==> src/rtl/irq_prio_pkg.sv <==
package irq_prio_pkg;
  // Slot word layout and packed-result layout (fixed by the status format)
  localparam int unsigned SLOT_W   = 32;
  localparam int unsigned EN_BIT   = 31;
  localparam int unsigned ID_W     = 6;
  localparam int unsigned HALF_W   = 16;
  localparam int unsigned ID_SPACE = 1 << ID_W;
  localparam logic [ID_W-1:0] NO_WINNER = '1;

  typedef struct packed {
    logic             found;
    logic [HALF_W-ID_W-2:0] zero;
    logic [ID_W-1:0]  id;
  } half_t;

  typedef struct packed {
    half_t normal;
    half_t fast;
  } status_t;
endpackage

==> src/rtl/prio_slot_decode.sv <==
module prio_slot_decode
  import irq_prio_pkg::*;
#(
  parameter int unsigned NSRC  = 40,
  parameter int unsigned NSLOT = 40
) (
  input  logic                          clk,
  input  logic                          rst_n,
  input  logic [NSRC-1:0]               act_i,
  input  logic [NSRC-1:0]               steer_i,
  input  logic [NSLOT*SLOT_W-1:0]       table_i,
  output logic [NSLOT-1:0]              fast_hit_o,
  output logic [NSLOT-1:0]              norm_hit_o,
  output logic [NSLOT-1:0][ID_W-1:0]    id_o
);
  // Pad to the full ID space so every 6-bit index is in range
  logic [ID_SPACE-1:0] act_pad, steer_pad;
  assign act_pad   = ID_SPACE'(act_i);
  assign steer_pad = ID_SPACE'(steer_i);

  for (genvar s = 0; s < NSLOT; s++) begin : g_slot
    logic [SLOT_W-1:0] word;
    logic [ID_W-1:0]   sid;
    logic              usable, live;

    assign word   = table_i[s*SLOT_W +: SLOT_W];
    assign sid    = word[ID_W-1:0];
    assign usable = word[EN_BIT] && (32'(sid) < NSRC);
    assign live   = usable && act_pad[sid];

    assign fast_hit_o[s] = live &&  steer_pad[sid];
    assign norm_hit_o[s] = live && !steer_pad[sid];
    assign id_o[s]       = sid;

    // A slot never counts for both groups at once
    assert_group_disjoint_R4: assert property (@(posedge clk) disable iff (!rst_n)
      !(fast_hit_o[s] && norm_hit_o[s]));
    // A hit always comes from an enabled slot naming a real source
    assert_skip_unusable_R2: assert property (@(posedge clk) disable iff (!rst_n)
      (fast_hit_o[s] || norm_hit_o[s]) |-> (table_i[s*SLOT_W + EN_BIT] && 32'(id_o[s]) < NSRC));
  end
endmodule

==> src/rtl/prio_first_pick.sv <==
module prio_first_pick
  import irq_prio_pkg::*;
#(
  parameter int unsigned NSLOT = 40
) (
  input  logic [NSLOT-1:0]           hit_i,
  input  logic [NSLOT-1:0][ID_W-1:0] id_i,
  output logic                       found_o,
  output logic [ID_W-1:0]            id_o
);
  // Scan from the back so the lowest hitting index is written last
  always_comb begin
    found_o = 1'b0;
    id_o    = NO_WINNER;
    for (int k = NSLOT - 1; k >= 0; k--) begin
      if (hit_i[k]) begin
        found_o = 1'b1;
        id_o    = id_i[k];
      end
    end
  end
endmodule

==> src/rtl/irq_prio_resolver.sv <==
module irq_prio_resolver
  import irq_prio_pkg::*;
#(
  parameter int unsigned NSRC  = 40,
  parameter int unsigned NSLOT = 40
) (
  input  logic                    clk,
  input  logic                    rst_n,
  input  logic [NSRC-1:0]         act_i,
  input  logic [NSRC-1:0]         steer_i,
  input  logic [NSLOT*SLOT_W-1:0] table_i,
  output logic [31:0]             status_o
);
  localparam status_t IDLE_WORD = '{
    normal: '{found: 1'b0, zero: '0, id: NO_WINNER},
    fast:   '{found: 1'b0, zero: '0, id: NO_WINNER}};

  logic [NSLOT-1:0]           fast_hit, norm_hit;
  logic [NSLOT-1:0][ID_W-1:0] slot_id;
  logic                       fast_found, norm_found;
  logic [ID_W-1:0]            fast_id, norm_id;
  status_t                    word_d, word_q;

  prio_slot_decode #(.NSRC(NSRC), .NSLOT(NSLOT)) u_decode (
    .clk        (clk),
    .rst_n      (rst_n),
    .act_i      (act_i),
    .steer_i    (steer_i),
    .table_i    (table_i),
    .fast_hit_o (fast_hit),
    .norm_hit_o (norm_hit),
    .id_o       (slot_id)
  );

  prio_first_pick #(.NSLOT(NSLOT)) u_pick_fast (
    .hit_i   (fast_hit),
    .id_i    (slot_id),
    .found_o (fast_found),
    .id_o    (fast_id)
  );

  prio_first_pick #(.NSLOT(NSLOT)) u_pick_norm (
    .hit_i   (norm_hit),
    .id_i    (slot_id),
    .found_o (norm_found),
    .id_o    (norm_id)
  );

  always_comb begin
    word_d             = IDLE_WORD;
    word_d.fast.found  = fast_found;
    word_d.fast.id     = fast_id;
    word_d.normal.found = norm_found;
    word_d.normal.id    = norm_id;
  end

  always_ff @(posedge clk) begin
    if (!rst_n) word_q <= IDLE_WORD;
    else        word_q <= word_d;
  end

  assign status_o = word_q;

  // Marks that the output register has loaded at least one real result
  logic primed;
  always_ff @(posedge clk) begin
    if (!rst_n) primed <= 1'b0;
    else        primed <= 1'b1;
  end

  assert_reserved_zero_R9: assert property (@(posedge clk) disable iff (!rst_n)
    (status_o[30:22] == '0) && (status_o[14:6] == '0));
  assert_fast_idle_code_R5: assert property (@(posedge clk) disable iff (!rst_n)
    !status_o[15] |-> (status_o[5:0] == 6'h3F));
  assert_norm_idle_code_R5: assert property (@(posedge clk) disable iff (!rst_n)
    !status_o[31] |-> (status_o[21:16] == 6'h3F));
  assert_norm_id_range_R7: assert property (@(posedge clk) disable iff (!rst_n)
    status_o[31] |-> (32'(status_o[21:16]) < NSRC));
  assert_fast_id_range_R6: assert property (@(posedge clk) disable iff (!rst_n)
    status_o[15] |-> (32'(status_o[5:0]) < NSRC));
  assert_one_cycle_R10: assert property (@(posedge clk) disable iff (!rst_n)
    (primed && $stable(act_i) && $stable(steer_i) && $stable(table_i)) |=> $stable(status_o));
endmodule

==> config.mk <==
export PLATFORM = sky130hd
export DESIGN_NAME = irq_prio_resolver
export DESIGN_NICKNAME = d
export VERILOG_FILES = /design/src/rtl/irq_prio_pkg.sv /design/src/rtl/prio_slot_decode.sv /design/src/rtl/prio_first_pick.sv /design/src/rtl/irq_prio_resolver.sv
export SDC_FILE = /design/constraint.sdc
export NUM_CORES = 2
export LEC_CHECK = 0
export BUFFER_PORTS_ARGS = -buffer_cell sky130_fd_sc_hd__buf_4
export CORE_AREA = 2 2 543 545
export DETAILED_ROUTE_END_ITERATION = 10
export DIE_AREA = 0 0 545 547
export PLACE_DENSITY = 0.35
export REMOVE_ABC_BUFFERS = 1
export SYNTH_ARGS = -nofsm -noshare
export SYNTH_HDL_FRONTEND = slang
export SYNTH_HIERARCHICAL = 1
export SYNTH_SLANG_ARGS = --single-unit
==> constraint.sdc <==
create_clock -name clk -period 3.4 [get_ports clk]
set_input_delay 0.34 -clock clk [delete_from_list [all_inputs] [get_ports clk]]
set_output_delay 0.34 -clock clk [all_outputs]
set_load 0.02 [all_outputs]
==> results.ini <==
[yosys]
synth_xor_area_share_pct=0
ys_types=85
synth_edf_count=0
synthMostInstantiatedCell=mux4_2
synthAdderAreaFrac_pct=0
netlist_area_um2=35800
syn_avg_cell_area_um2=9.52
syn_inst=3762
synth_compound_area_share_pct=15.4
synth_seq_cells=14
synthTopCellsByCount=726 x mux4_2, 419 x clkbuf_1, 311 x mux2i_1
yosys-top-cells-area=mux4_2 46%, mux2i_1 8.7%, buf_4 5.7%, clkbuf_1 4.4%, nor2b_1 2.4%
async_reset_ff_share_pct=0
synthFlopType=dfxtp_1
synthMuxAreaShare_pct=56.7
synthSimpleGateAreaFrac_pct=13.2
yosysTopAreaCell=mux4_2
synth_top_area_share_pct=45.6
seq_area_frac_synth_pct=0.782
ys_warn_count=6
synth_top_family_by_area=multiplexers

[layout]
drive_gt1_share_pct=63.9
syn_to_final_growth_pct=60.0
largest_reg_flops=14
n_fill_cell=32200
fin_util_pct=19.6
multi_input_area_um2=32900
register_area_um2=280
nets=6294

[drt]
drtPass1Iterations=5
wl_mm=318
viasPerCell=4.97
drc=0
drtIter0Drc=5862
wire_per_inst_um=35.8
via_count=44000
drtAntennaViolNets=0

[sta]
finalSetupViolCount=14
finalMaxSlewViolations=0
tightest_slew_ns=0.654
tns_ns=-4.26
worst_slack_ns=-0.479
finalHoldViolations=0
rsz0062_at_grt=yes
period_share_pct=114
fmax_ghz=0.258
period_minus_slack_ns=3.88
relSlewSlack_pct=56.0

[run_status]
status=finished with violations
violations=setup timing

[placement]
preCtsSetupSlack_ns=-1.36
gp_congestion=0.996
io_buffers=375
dpl.hpwl_mm=258

[global_routing]
first_global_vias=42700
grt_max_degree=34
gr-total-overflow=0
grt_pass1_wl_mm=409
antenna_found_initial=49
grt_use_total_pct=20.1

[power]
p_total_mw=11.2
p_per_area_nw_per_um2=196
p_leak_nw=22.1
peakVddDrop_mv=0.164

[die]
pin_count=1394
core_area_um2=293000
rows=199
dieArea_um2=298000
die_w_um=545
start_util_pct=12.2
die_h_um=547

[clock_tree]
cts_hold_buf=0
h-tree-depth=1
clkTransAtPathRegs_ns=0.07
cts_made_buffers=3
clock_sinks=14
root_buffer=clkbuf_16
cts_tree=yes
clock_path_buffers=2

[critical_path]
start_kind=primary input
arrival_ns=4.10
cp.required_ns=3.62
criticalPathCategory=primary input to flip-flop
crit_fanout=12
end_kind=flip-flop

[run]
cap_violations=0

[worst_hold_path]
hold_path.class=primary input to flip-flop

repair_timing:
action,4_1_cts,5_1_grt
resized for setup,440,290
endpoints found under the hold margin,0,0
pin swaps,96,115
gates cloned,5,6
buffers inserted,67,70
setup endpoints to repair,14,14
kinds of logic (layout without fill, tap and decap cells):
kind of cell           Yosys count  after routing
buffers and inverters          996           2147
other                            1             33
DFF                             14             14
AOI/OAI and AO/OA              737            737
muxes                         1105           1105
and+or+nand+nor                909            910
power by group:
group / leakage, nW / internal (mW) / total [mW] / switching (mW)
Sequential: 0.117 / 0.206 / 0.297 / 0.0910
Combinational: 22.0 / 4.99 / 10.6 / 5.64
Clock: 0.0443 / 0.181 / 0.297 / 0.116
layout make-up:
class | instances | share of cell area (%)
diodes | 15 | 0.0655
inverters | 144 | 0.943
multi-input cells | 2770 | 57.4
well taps | 3919 | 8.55
clock buffers | 4 | 0.155
repair buffers | 1999 | 32.4
flip-flops and latches | 14 | 0.489
critical path, stage by stage:
cell and delay [ns]:
buf_6 0.16, buf_12 0.17, clkbuf_4 0.19, mux4_2 0.47, mux4_2 0.59, nand2_2 0.11, a31oi_1 0.11, a31oi_1 0.15
nor2_1 0.11, or2_4 0.29, nor3_4 0.23, o221ai_2 0.22, buf_4 0.19, o221a_2 0.31, o21ai_2 0.20, buf_4 0.14
nand2b_1 0.10
layer usage:
layer	vias up	track usage, %	part of all wire, %	wire [um]
met4	24	8.26	5.2	16400
met2	2926	32.3	46	145000
met3	482	4.74	9.4	29900
met5	-	0	0.047	150
met1	23300	25.7	40	126000
li1	17200	-	-	-
cells in the final DEF, fill, tap and decap left out, types with 43 or more instances in the layout:
master / n
mux2_2: 60
buf_4: 1631
buf_12: 199
nand2_1: 203
nor2_1: 144
a21oi_1: 76
nor2b_1: 109
a31oi_1: 50
mux4_2: 728
buf_6: 119
mux2i_1: 285
o21ai_0: 43
inv_1: 141
a22oi_1: 60
nand3_1: 90
nor3b_1: 45
final timing paths:
check	start	to	slack [ns]	cells after the start
setup / recovery	steer_i[18]	status_o[1]	-0.48	17
hold / removal	rst_n	status_o[18]	0.40	2
stage by stage:
| stage | hold WS [ns] | area (um^2) | instances |
|---|---|---|---|
| after detailed placement | 0.674 | 52500 | 8708 |
| final | 0.396 | 57300 | 8865 |
| after CTS | 0.377 | 55300 | 8780 |
| after floorplan | 0.413 | 31500 | 2927 |
| after global routing | 0.398 | 57300 | 8850 |
| after global placement | 0.675 | 52500 | 8708 |
Power figures use the tool's default switching activity.
